File: config.mk
export PLATFORM = sky130hd
export DESIGN_NAME = can_stuff_codec
export DESIGN_NICKNAME = d
export VERILOG_FILES = /design/src/rtl/can_stuff_pkg.sv /design/src/rtl/stuff_run_tracker.sv /design/src/rtl/stuff_tx.sv /design/src/rtl/stuff_rx.sv /design/src/rtl/can_stuff_codec.sv
export SDC_FILE = /design/constraint.sdc
export NUM_CORES = 1
export LEC_CHECK = 0
export BUFFER_PORTS_ARGS = -buffer_cell sky130_fd_sc_hd__buf_2
export CAP_MARGIN = 0
export CORE_UTILIZATION = 33
export DETAILED_ROUTE_END_ITERATION = 16
export GPL_TIMING_DRIVEN = 0
export HOLD_SLACK_MARGIN = 0.15
export SYNTH_ARGS = -nofsm -noshare
export SYNTH_HDL_FRONTEND = slang
export SYNTH_SLANG_ARGS = --single-unit
File: constraint.sdc
create_clock -name clk -period 1.75 [get_ports clk]
set_clock_uncertainty 0.15 [all_clocks]
set_input_delay 0.4375 -clock clk [delete_from_list [all_inputs] [get_ports clk]]
set_output_delay 0.4375 -clock clk [all_outputs]
set_load 0.05 [all_outputs]
File: src/rtl/can_stuff_pkg.sv
package can_stuff_pkg;
  localparam int unsigned DEF_RUN_LEN = 5;
  localparam logic LVL_DOM = 1'b0;
  localparam logic LVL_REC = 1'b1;
endpackage

File: src/rtl/stuff_run_tracker.sv
module stuff_run_tracker #(
  parameter int unsigned RUN_LEN = can_stuff_pkg::DEF_RUN_LEN
) (
  input  logic clk,
  input  logic rst_n,
  input  logic step,
  input  logic restart,
  input  logic clear,
  input  logic bit_in,
  output logic full,
  output logic lvl
);
  localparam int unsigned CW = $clog2(RUN_LEN + 1);
  localparam logic [CW-1:0] FULL_CNT = CW'(RUN_LEN);
  localparam logic [CW-1:0] ONE_CNT  = CW'(1);

  logic [CW-1:0] cnt_q, cnt_d;
  logic          lvl_q, lvl_d;

  always_comb begin
    cnt_d = cnt_q;
    lvl_d = lvl_q;
    if (clear) begin
      cnt_d = '0;
    end else if (step) begin
      lvl_d = bit_in;
      if (restart || (cnt_q == '0) || (bit_in != lvl_q)) begin
        cnt_d = ONE_CNT;
      end else if (cnt_q != FULL_CNT) begin
        cnt_d = cnt_q + ONE_CNT;
      end
    end
  end

  always_ff @(posedge clk or negedge rst_n) begin
    if (!rst_n) begin
      cnt_q <= '0;
      lvl_q <= can_stuff_pkg::LVL_REC;
    end else begin
      cnt_q <= cnt_d;
      lvl_q <= lvl_d;
    end
  end

  assign full = (cnt_q == FULL_CNT);
  assign lvl  = lvl_q;

  // run length never exceeds the stuffing limit
  p_run_bound_r1: assert property (@(posedge clk) disable iff (!rst_n)
    cnt_q <= FULL_CNT);
endmodule

File: src/rtl/stuff_tx.sv
module stuff_tx #(
  parameter int unsigned RUN_LEN = can_stuff_pkg::DEF_RUN_LEN
) (
  input  logic clk,
  input  logic rst_n,
  input  logic bit_stb,
  input  logic stuff_en,
  input  logic tx_valid,
  input  logic tx_data,
  input  logic tx_sof,
  output logic tx_ready,
  output logic tx_bit,
  output logic tx_is_stuff
);
  logic run_full, run_lvl;
  logic stuff_due;
  logic trk_step, trk_restart, trk_clear, trk_bit;
  logic bus_q, bus_d, stf_q, stf_d;

  assign stuff_due   = stuff_en && run_full;
  assign trk_step    = bit_stb && stuff_en && (stuff_due || tx_valid);
  assign trk_restart = !stuff_due && tx_sof;
  assign trk_clear   = bit_stb && (!stuff_en || (!stuff_due && !tx_valid));
  assign trk_bit     = stuff_due ? ~run_lvl : tx_data;

  stuff_run_tracker #(.RUN_LEN(RUN_LEN)) u_run (
    .clk     (clk),
    .rst_n   (rst_n),
    .step    (trk_step),
    .restart (trk_restart),
    .clear   (trk_clear),
    .bit_in  (trk_bit),
    .full    (run_full),
    .lvl     (run_lvl)
  );

  always_comb begin
    bus_d = bus_q;
    stf_d = stf_q;
    if (bit_stb) begin
      if (stuff_due) begin
        bus_d = ~run_lvl;
        stf_d = 1'b1;
      end else if (tx_valid) begin
        bus_d = tx_data;
        stf_d = 1'b0;
      end else begin
        bus_d = can_stuff_pkg::LVL_REC;
        stf_d = 1'b0;
      end
    end
  end

  always_ff @(posedge clk or negedge rst_n) begin
    if (!rst_n) begin
      bus_q <= can_stuff_pkg::LVL_REC;
      stf_q <= 1'b0;
    end else begin
      bus_q <= bus_d;
      stf_q <= stf_d;
    end
  end

  assign tx_ready    = !stuff_due;
  assign tx_bit      = bus_q;
  assign tx_is_stuff = stf_q;

  // a stuff bit flips the bus level and is flagged
  p_stuff_flip_r1: assert property (@(posedge clk) disable iff (!rst_n)
    (bit_stb && !tx_ready) |=> (tx_is_stuff && (tx_bit != $past(tx_bit))));
  // the stall lasts a single strobe
  p_ready_recover_r2: assert property (@(posedge clk) disable iff (!rst_n)
    (bit_stb && !tx_ready) |=> tx_ready);
  // nothing is stuffed while stuffing is off
  p_off_no_stuff_r7: assert property (@(posedge clk) disable iff (!rst_n)
    (bit_stb && !stuff_en) |=> !tx_is_stuff);
  // the bus level holds between strobes
  p_hold_r8: assert property (@(posedge clk) disable iff (!rst_n)
    !bit_stb |=> $stable(tx_bit));
endmodule

File: src/rtl/stuff_rx.sv
module stuff_rx #(
  parameter int unsigned RUN_LEN = can_stuff_pkg::DEF_RUN_LEN
) (
  input  logic clk,
  input  logic rst_n,
  input  logic bit_stb,
  input  logic stuff_en,
  input  logic rx_bit,
  input  logic rx_sof,
  output logic rx_data_valid,
  output logic rx_data,
  output logic rx_stuff_err
);
  logic run_full, run_lvl;
  logic halt_q, halt_d;
  logic live, at_limit, is_stuff, is_err;
  logic trk_step, trk_clear;

  assign live      = bit_stb && (!halt_q || rx_sof);
  assign at_limit  = stuff_en && !rx_sof && run_full;
  assign is_stuff  = live && at_limit && (rx_bit != run_lvl);
  assign is_err    = live && at_limit && (rx_bit == run_lvl);
  assign trk_step  = live && stuff_en && !is_err;
  assign trk_clear = live && (!stuff_en || is_err);

  stuff_run_tracker #(.RUN_LEN(RUN_LEN)) u_run (
    .clk     (clk),
    .rst_n   (rst_n),
    .step    (trk_step),
    .restart (rx_sof),
    .clear   (trk_clear),
    .bit_in  (rx_bit),
    .full    (run_full),
    .lvl     (run_lvl)
  );

  always_comb begin
    halt_d = halt_q;
    if (bit_stb && rx_sof) begin
      halt_d = 1'b0;
    end else if (is_err) begin
      halt_d = 1'b1;
    end
  end

  always_ff @(posedge clk or negedge rst_n) begin
    if (!rst_n) begin
      halt_q <= 1'b0;
    end else begin
      halt_q <= halt_d;
    end
  end

  assign rx_data_valid = live && !is_stuff && !is_err;
  assign rx_data       = rx_bit;
  assign rx_stuff_err  = is_err;

  // error is strobe-aligned and never delivers the bit
  p_err_aligned_r5: assert property (@(posedge clk) disable iff (!rst_n)
    rx_stuff_err |-> (bit_stb && !rx_data_valid));
  // reception stays stopped after an error until a new frame
  p_halt_r6: assert property (@(posedge clk) disable iff (!rst_n)
    rx_stuff_err |=> (!rx_data_valid || rx_sof));
  // no error while stuffing is off
  p_off_no_err_r7: assert property (@(posedge clk) disable iff (!rst_n)
    !stuff_en |-> !rx_stuff_err);
  // receive strobes are silent between sample points
  p_quiet_r8: assert property (@(posedge clk) disable iff (!rst_n)
    !bit_stb |-> (!rx_data_valid && !rx_stuff_err));
endmodule

File: src/rtl/can_stuff_codec.sv
module can_stuff_codec #(
  parameter int unsigned RUN_LEN = can_stuff_pkg::DEF_RUN_LEN
) (
  input  logic clk,
  input  logic rst_n,
  input  logic bit_stb,
  input  logic stuff_en,
  input  logic tx_valid,
  input  logic tx_data,
  input  logic tx_sof,
  output logic tx_ready,
  output logic tx_bit,
  output logic tx_is_stuff,
  input  logic rx_bit,
  input  logic rx_sof,
  output logic rx_data_valid,
  output logic rx_data,
  output logic rx_stuff_err
);
  stuff_tx #(.RUN_LEN(RUN_LEN)) u_tx (
    .clk         (clk),
    .rst_n       (rst_n),
    .bit_stb     (bit_stb),
    .stuff_en    (stuff_en),
    .tx_valid    (tx_valid),
    .tx_data     (tx_data),
    .tx_sof      (tx_sof),
    .tx_ready    (tx_ready),
    .tx_bit      (tx_bit),
    .tx_is_stuff (tx_is_stuff)
  );

  stuff_rx #(.RUN_LEN(RUN_LEN)) u_rx (
    .clk           (clk),
    .rst_n         (rst_n),
    .bit_stb       (bit_stb),
    .stuff_en      (stuff_en),
    .rx_bit        (rx_bit),
    .rx_sof        (rx_sof),
    .rx_data_valid (rx_data_valid),
    .rx_data       (rx_data),
    .rx_stuff_err  (rx_stuff_err)
  );
endmodule

==> key figures, run 1 <==
Final layout
  • Nets@finish: 122
  • Ratio of cells with drive above 1 in the final layout: 0.566
  • Util after Layout: 0.548
  • Inserted Diodes: 0
  • Synth-to-Final Area Change: 54.2%
  • Fillers: 168
  • Final non-filler cell total: roughly 130
  • Footprint of the multi-input gates: approximately 470 sq um
  • Storage cell area: about 280 sq um

Place
  • Final Wtd Congestion: 0.755
  • Port buffer count: 13
  • # placed instances: ~110
  • DP HPWL: 1120 um
  • Dpl ws: -241 ps

Floorplan
  • Die Y: 48.2 um
  • Die Wd: about 48 um
  • Core Rows: 16
  • Io pins: 15
  • Initial Util: 0.355
  • Die area: 2320 sq um
  • Core footprint: 1980 sq um

Clocking
  • H-Tree Depth: 1
  • Cts bufs inserted: 3
  • CTS max path bufs: 2
  • Clock transition at path regs: 80 ps
  • CTS root buffer: clkbuf_4
  • Clock sink count: 11
  • CTS tree: done
  • Clock latency at the later pin of the worst-skew pair: 280 ps

Logic synthesis
  • Synthesized area: 704 sq um
  • Largest area contributor in the netlist: dfrtp_1
  • Post-synth cell types: 30
  • Largest cells by area after synthesis: dfrtp_1 (28%), dfstp_2 (11%), ha_1 (11%)
  • Yosys warns: 0
  • Synth Area per Inst: 9.52 sq um
  • Cells after Synth: 74
  • Synth top cells by count: inv_1 (10), dfrtp_1 (8), nand2_1 (8)
  • Sequential area share after synthesis: 0.396
  • Yosys top cell area share: 0.284
  • Most common cell in the netlist: inv_1
  • EDFF count, synth: 0
  • Syn_nets: between 80 and 90
  • Ys async rst share: 1.00
  • Ys flop type: dfrtp_1
  • FF+latch count, synth: 11

Run
  • Maxcap violations: 0

STA
  • Unrepaired setup endpoints after global routing: true
  • Final hold vios: 0
  • Worst Max-Slew Pin Slew: 394 ps
  • Fmax: 485 MHz
  • Final hold slack: 297 ps
  • Endpoints failing setup: 3
  • Setup slack after layout: -310 ps
  • Relative slew slack: 0.736
  • Final Cycle Share: 1.18
  • Min Tclk post-route: ~2100 ps
  • Final-report max-slew violation count: 0

Power and ir drop
  • VDD IR-drop max: 0.000598 V
  • Reported leakage power: 0.485 nW
  • Pwr dens: 614 nW/um^2

Route
  • Via total after detailed routing: 683
  • DR pass1 iterations: 4
  • Post-route antenna net violation count: 0
  • Vias per inst: 5.14
  • DRC: 0
  • DRT iter0 DRCs: 14
  • Wire per inst: around 14 um
  • Final WL: 1840 um

Worst setup path
  • CP arrival: approximately 1500 ps
  • Worst Path Required: 1160 ps
  • Worst Path Max Fanout: 2
  • CP bufs+invs: 1
  • CP cell instances: xor2_2, nor3_4, and3_4, buf_8
  • Crit. End Element: output pin
  • CP Class: reg2out
  • CP peak stage delay: 550 ps
  • Critical path's top delay family: flip-flops
  • Startpoint type of the worst setup path: register
  • CP max-delay cell: dfstp_2

Global routing
  • GRT Total Usage: 0.178
  • Largest net degree at the start of global routing: 12
  • Vias in the first global route: 638
  • Initial antenna violation count: 0
  • GRT Residual Overflow: 0
  • First-pass GRT wire length: around 2800 um

Min path
  • Hold Path Class: in2reg

Status
  • Failing checks: setup timing
  • Status: finished with violations
-- path summary, 6_finish.rpt --
check | from | to | slack [ps] | cells after the start
max | u_rx.u_run.lvl | rx_stuff_err | -310 | 4
min | rx_sof | u_rx.halt_q | 300 | 2
max reg2reg | u_tx.u_run.cnt_q[0] | u_tx.u_run.cnt_q[0] | 50 | 7
min reg2reg | u_tx.tx_is_stuff | u_tx.tx_is_stuff | 360 | 1
max in group asynchronous | rst_n | u_rx.u_run.lvl | 780 | 2
min in group asynchronous | rst_n | u_tx.tx_is_stuff | 400 | 2
-- placed cells by master (no fill, tap or decap), drive strengths merged --
cell type / instances
and3: 3
a21oi: 3
nand2: 8
a22o: 1
inv: 10
o32ai: 1
a31oi: 3
dlygate4sd3: 1
clkinv: 1
o2111ai: 1
a41oi: 1
a211o: 1
buf: 30
nor2: 1
o21ai: 2
clkbuf: 3
mux2: 3
a32o: 1
xor2: 2
dfrtp: 8
a22oi: 1
o22ai: 2
dfstp: 3
o21bai: 1
o31ai: 2
nor3: 1
o211ai: 1
ha: 6
nand3: 3
a21boi: 1
a211oi: 1
-- per-stage QoR --
stage | power (mW) | cell area (sq um) | setup TNS [ps]
2_1_floorplan | 0.389 | 737 | -6.48
3_3_place_gp | 0.427 | 836 | -351
3_5_place_dp | 0.430 | 836 | -376
4_1_cts | 0.648 | 1020 | -572
5_1_grt | 0.702 | 1090 | -776
6_report | 0.667 | 1090 | -592
-- cell families (layout without fill, tap and decap cells) --
group           Yosys count  after routing  share of synthesized area
flops                    11             11                      0.396
mux                       3              3                     0.0480
compound gates           23             23                      0.243
fa+ha+maj                 6              6                      0.107
xor+xnor                  2              2                     0.0249
buf+inv                  13             45                     0.0782
simple gates             16             16                      0.103
-- repair_timing --
item | 4_1_cts | 5_1_grt
setup buffers | 11 | 3
endpoints found under the setup margin | 3 | 8
endpoints found under the hold margin | 11 | 0
hold buffers | 1 | 0
resized for setup | 20 | 9
pin swaps | 3 | 9
-- where the power goes --
group	switching, mW	leakage [nW]	total (mW)	internal (mW)
combinational	0.0999	0.327	0.183	0.0834
sequential	0.0164	0.139	0.298	0.282
clock	0.100	0.0177	0.185	0.0848
total	0.217	0.485	0.667	0.450
-- flip-flops by register name, summed over array words and instances (netlist names) --
name	flops
u_rx.u_run.cnt_q	3
u_tx.u_run.cnt_q	3
u_rx.halt_q	1
u_rx.u_run.lvl	1
u_tx.tx_bit	1
u_tx.tx_is_stuff	1
u_tx.u_run.lvl	1
-- layer usage --
metal,wire (um),part of all wire,vias up,GRT usage
met5,0,0,-,0
li1,-,-,330,-
met2,931,0.51,21,0.267
met4,44,0.024,0,0.100
met1,776,0.42,326,0.232
met3,88,0.048,6,0.0481
-- layout make-up --
type                       count  area share
buffer                         3      0.0161
clock buffer                   3      0.0207
clock inverter                 1     0.00461
inverter                      10      0.0392
multi-input combinational     50       0.433
sequential                    11       0.258
tap                           27      0.0311
timing repair buffer          28       0.197
-- worst register-to-register path, delay by kind of cell (launching register included) --
kind / cells / cell delay [ps]
flops: 1 / 420
fa+ha+maj: 1 / 140
buf+inv: 3 / 250
compound gates: 3 / 620
(Power assumes the default switching activity.)
==> run 2: changes to the inputs <==
--- a/config.mk
+++ b/config.mk
@@ -7,7 +7,7 @@
 export LEC_CHECK = 0
 export BUFFER_PORTS_ARGS = -buffer_cell sky130_fd_sc_hd__buf_2
 export CAP_MARGIN = 0
-export CORE_UTILIZATION = 33
+export CORE_UTILIZATION = 30
 export DETAILED_ROUTE_END_ITERATION = 16
 export GPL_TIMING_DRIVEN = 0
 export HOLD_SLACK_MARGIN = 0.15
==> key figures, run 2 (synthesized netlist as in run 1, its figures left out) <==
Global routing
  • GRT Total Usage: 0.151
  • Initial antenna violation count: 0
  • Vias in the first global route: 639
  • GRT Residual Overflow: 0
  • Largest net degree at the start of global routing: 12
  • First-pass GRT wire length: roughly 2900 um

Clocking
  • Clock latency at the later pin of the worst-skew pair: 270 ps
  • CTS tree: done
  • Clock sink count: 11
  • CTS max path bufs: 2
  • H-Tree Depth: 1
  • Clock transition at path regs: roughly 80 ps
  • Cts bufs inserted: 3
  • CTS root buffer: clkbuf_4

Route
  • Final WL: 1750 um
  • Via total after detailed routing: 698
  • DRT iter0 DRCs: 23
  • Post-route antenna net violation count: 0
  • Wire per inst: 13.0 um
  • DR pass1 iterations: 4
  • DRC: 0
  • Vias per inst: 5.21

Power and ir drop
  • VDD IR-drop max: 0.000420 V
  • Pwr dens: 611 nW/um^2
  • Reported leakage power: 0.484 nW

Worst setup path
  • Worst reg2reg path depth: 6
  • CP peak stage delay: roughly 560 ps
  • Crit. End Element: output pin
  • Startpoint type of the worst setup path: register
  • Reg2reg end: u_tx.u_run.cnt_q[1]
  • Worst Path Max Fanout: 2
  • Flop-to-flop setup slack: 40 ps
  • CP arrival: ~1400 ps
  • Reg2reg start: u_tx.u_run.cnt_q[0]
  • CP Class: reg2out
  • CP cell instances: xor2_2, nor3_4, and3_4, buf_8
  • Worst Path Required: 1160 ps
  • CP max-delay cell: dfstp_2

Floorplan
  • Die area: 2550 sq um
  • Core footprint: ~2200 sq um
  • Io pins: 15
  • Core Rows: 17
  • Initial Util: 0.318
  • Die Y: about 50 um
  • Die Wd: 50.5 um

Min path
  • Hold Path Class: in2reg
  • Cells on Worst Hold Path: 2
  • Hold Path Sink: u_rx.halt_q
  • Worst hold start: rx_sof

STA
  • Final Cycle Share: 1.16
  • Final-report max-slew violation count: 0
  • Relative slew slack: 0.729
  • Fmax: 493 MHz
  • Endpoints failing setup: 3
  • Unrepaired setup endpoints after global routing: true
  • Worst Max-Slew Pin Slew: slightly above 400 ps
  • Final hold vios: 0
  • Setup slack after layout: -277 ps
  • Min Tclk post-route: between 2000 and 2500 ps

Final layout
  • Regs by FF count: u_rx.u_run.cnt_q (3), u_tx.u_run.cnt_q (3)
  • Nets@finish: around 120
  • Synth-to-Final Area Change: 52.8%
  • Fillers: a little under 200
  • Inserted Diodes: 0
  • Ratio of cells with drive above 1 in the final layout: 0.547
  • Final non-filler cell total: between 100 and 150
  • Most frequent cells in the layout: buf_2 (12), buf_4 (12), nand2_1 (7), dfrtp_1 (7), inv_1 (5)
  • Util after Layout: 0.486

Place
  • Port buffer count: 13
  • Final Wtd Congestion: 0.785
  • # placed instances: 115
  • DP HPWL: 1120 um

Run
  • Maxcap violations: 0

Status
  • Failing checks: setup timing
  • Status: finished with violations
run 2: cell counts in the layout (fill, tap and decap cells not counted):
Identical to the previous run, type by type.
run 2: metrics by stage:
stage               hold slack (ps)  cell area [sq um]  setup WS [ps]  power (mW)  TNS [ps]
CTS                             302               1020           -264       0.634      -513
detailed placement              172                837           -254       0.430      -384
global route                    321               1080           -320       0.692      -825
global placement                177                837           -243       0.426      -363
finish                          309               1080           -277       0.657      -528
floorplan                     -8.09                737          -6.48       0.389     -6.48
run 2: final cells by class:
class	count	area, sq um	share of cell area
buffer	3	17.5	0.0163
clock buffer	3	22.5	0.0209
clock inverter	1	5.00	0.00465
inverter	10	42.5	0.0395
multi-input combinational	50	455	0.423
sequential	11	280	0.260
tap	28	35.0	0.0326
timing repair buffer	28	218	0.202
run 2: worst max-delay path by stage:
stage / slack [ps] / to / start / depth (start not counted)
after floorplan: -6 / rx_stuff_err / u_rx.u_run.cnt_q[1] / 5
final: -280 / rx_stuff_err / u_rx.u_run.lvl / 4
after global routing: -320 / rx_stuff_err / u_rx.u_run.lvl / 4
after detailed placement: -250 / rx_stuff_err / rx_sof / 5
after CTS: -260 / rx_stuff_err / u_rx.u_run.cnt_q[1] / 6
after global placement: -240 / rx_stuff_err / rx_sof / 5
run 2: worst max-delay path: cells and delay by family, from the launching register on:
family,cells,cell delay (ps)
flip-flops,1,560
AND/OR/NAND/NOR,2,380
buffers and inverters,1,140
XOR/XNOR,1,100
run 2: timing repair:
item	in CTS	in global routing
setup endpoints to repair	3	9
buffers inserted	11	4
pin swaps	3	7
hold endpoints to repair	11	0
hold buffers	1	0
resized for setup	20	9
run 2: layer usage:
metal | vias up | global-route usage | wire [um]
met5 | - | 0 | 0
met4 | 0 | 0.0417 | 3
met3 | 2 | 0.0303 | 105
met2 | 30 | 0.264 | 870
met1 | 336 | 0.186 | 767
li1 | 330 | - | -
run 2: power breakdown:
group | leakage, nW | internal, mW | switching (mW)
combinational | 0.327 | 0.0810 | 0.0966
sequential | 0.139 | 0.282 | 0.0192
clock | 0.0177 | 0.0844 | 0.0943
==> run 3: changes to the inputs <==
==> constraint.sdc (replaced) <==
create_clock -name clk -period 2.2 [get_ports clk]
set_clock_uncertainty 0.15 [all_clocks]
set_input_delay 0.55 -clock clk [delete_from_list [all_inputs] [get_ports clk]]
set_output_delay 0.55 -clock clk [all_outputs]
set_load 0.05 [all_outputs]
==> key figures, run 3 (synthesized netlist as in run 1, its figures left out) <==
Status
  • Status: finished with violations
  • Failing checks: setup timing

STA
  • Relative slew slack: 0.728
  • Final hold vios: 0
  • Min Tclk post-route: 2240 ps
  • Worst Max-Slew Pin Slew: a little over 400 ps
  • Final Cycle Share: 1.02
  • Unrepaired setup endpoints after global routing: true
  • Setup slack after layout: -37.3 ps
  • Final-report max-slew violation count: 0
  • Fmax: ~450 MHz
  • Endpoints failing setup: 1
  • Final hold slack: 366 ps

Floorplan
  • Initial Util: 0.318
  • Die area: 2550 sq um
  • Die Wd: slightly above 50 um
  • Io pins: 15
  • Core footprint: roughly 2200 sq um
  • Die Y: 50.5 um
  • Core Rows: 17

Final layout
  • Storage cell area: ~280 sq um
  • Synth-to-Final Area Change: 35.3%
  • Fillers: ~230
  • Nets@finish: 114
  • Footprint of the multi-input gates: 424 sq um
  • Ratio of cells with drive above 1 in the final layout: 0.439
  • Commonest non-fill, non-tap cell in the layout: buf_2
  • Inserted Diodes: 0
  • Util after Layout: 0.431
  • Final instance area: 953 sq um
  • Regs by FF count: u_rx.u_run.cnt_q (3), u_tx.u_run.cnt_q (3)
  • Most frequent cells in the layout: buf_2 (12), inv_1 (9), buf_4 (9)

Worst setup path
  • CP arrival: 1540 ps
  • Crit. End Element: output pin
  • Reg2reg start: u_rx.u_run.cnt_q[1]
  • Worst Path Required: 1500 ps
  • CP endpoint: rx_stuff_err
  • Reg2reg end: u_rx.u_run.cnt_q[2]
  • Worst reg2reg path depth: 6
  • Startpoint type of the worst setup path: register
  • Flop-to-flop setup slack: 550 ps
  • CP Class: reg2out
  • Worst Path Max Fanout: 3
  • CP Launch Point: u_rx.u_run.cnt_q[1]

Global routing
  • Initial antenna violation count: 0
  • GRT Total Usage: 0.141
  • Largest net degree at the start of global routing: 12
  • Grt peak-use layer: met2
  • GR Util met3: 0.0303
  • Met2 Use GR: 0.216
  • Vias in the first global route: between 500 and 600
  • First-pass GRT wire length: 2590 um
  • GRT Residual Overflow: 0
  • Met1 Use GR: 0.181

Power and ir drop
  • Pwr dens: 526 nW/um^2
  • Clock power share: 0.295
  • Combinational cell fraction of total power: 0.228
  • Net Sw Frac: 0.322
  • Internal power: 340 uW
  • VDD IR-drop max: 0.000274 V
  • Reg power frac: 0.477
  • NetSw: 161 uW
  • Reported leakage power: 0.431 nW

Min path
  • Hold Path Class: reg2reg

Place
  • DP HPWL: roughly 1100 um
  • Final Wtd Congestion: 0.841
  • DP Area: 812 sq um
  • Port buffer count: 13

Route
  • Wire per inst: 12.5 um
  • Final WL: 1570 um
  • DR pass1 iterations: 4
  • Via total after detailed routing: 635
  • DRC: 0
  • Vias per inst: about 5
  • DRT iter0 DRCs: 19
  • Post-route antenna net violation count: 0

Run
  • Maxcap violations: 0

Clocking
  • Clock sink count: 11
  • CTS tree: done
  • Clock transition at path regs: 80 ps
  • Cts bufs inserted: 3
  • H-Tree Depth: 1
  • Clock latency at the later pin of the worst-skew pair: about 280 ps
  • CTS root buffer: clkbuf_4
  • CTS max path bufs: 2
-- run 3: changes by cell type in the layout (fill, tap and decap cells not counted), sizes merged --
cell  previous run  this run
buf             30        22
-- run 3: layer usage --
| layer | share of wire | vias to the layer above | routed length [um] |
|---|---|---|---|
| li1 | - | 316 | - |
| met1 | 0.45 | 302 | 712 |
| met2 | 0.49 | 12 | 763 |
| met3 | 0.036 | 5 | 56 |
| met4 | 0.025 | 0 | 39 |
| met5 | 0 | - | 0 |
-- run 3: metrics by stage --
step	std cells	setup TNS [ps]	total power, mW	setup WS, ps
floorplan	74	0	0.305	54.9
global placement	115	-58.3	0.334	-58.3
detailed placement	115	-73.1	0.336	-73.1
CTS	123	0	0.492	4.64
global route	126	-93.1	0.529	-93.1
finish	126	-37.3	0.502	-37.3
-- run 3: how the worst min path moves through the flow --
stage	endpoint	cells after the start	start
global placement	u_rx.u_run.cnt_q[2]	1	rst_n
CTS	u_rx.halt_q	2	rx_sof
detailed placement	u_rx.u_run.cnt_q[2]	1	rst_n
floorplan	u_rx.halt_q	0	rst_n
finish	u_tx.tx_is_stuff	1	u_tx.tx_is_stuff
global route	u_tx.tx_is_stuff	1	u_tx.tx_is_stuff
-- run 3: final cells by class --
cell class / instances / share of cell area
Inverter: 10 / 0.0394
Clock inverter: 1 / 0.00525
Tap cell: 28 / 0.0367
Multi-Input combinational cell: 50 / 0.445
Sequential cell: 11 / 0.294
Timing Repair Buffer: 20 / 0.138
Clock buffer: 3 / 0.0236
Buffer: 3 / 0.0184
-- run 3: timing repair --
item / 4_1_cts / 5_1_grt
setup buffers: 3 / 3
hold buffers: 1 / 0
resized for setup: 8 / 10
hold endpoints to repair: 8 / 0
pin swaps: 1 / 1
gates cloned: 0 / 0
endpoints found under the setup margin: 1 / 3
-- run 3: worst max-delay path: stages (launching register included) --
cell and delay [ps]:
dfrtp_1 400, inv_2 80, ha_4 150, nand2_4 60, nor3_4 180, and3_1 210, buf_6 170
-- run 3: power groups by stage --
stage | clock network [mW] | logic, mW | registers (mW)
after floorplan | 0 | 0.0615 | 0.244
after global placement | 0 | 0.0955 | 0.239
after detailed placement | 0 | 0.0966 | 0.240
after CTS | 0.151 | 0.104 | 0.237
after global routing | 0.162 | 0.126 | 0.241
final | 0.148 | 0.115 | 0.239
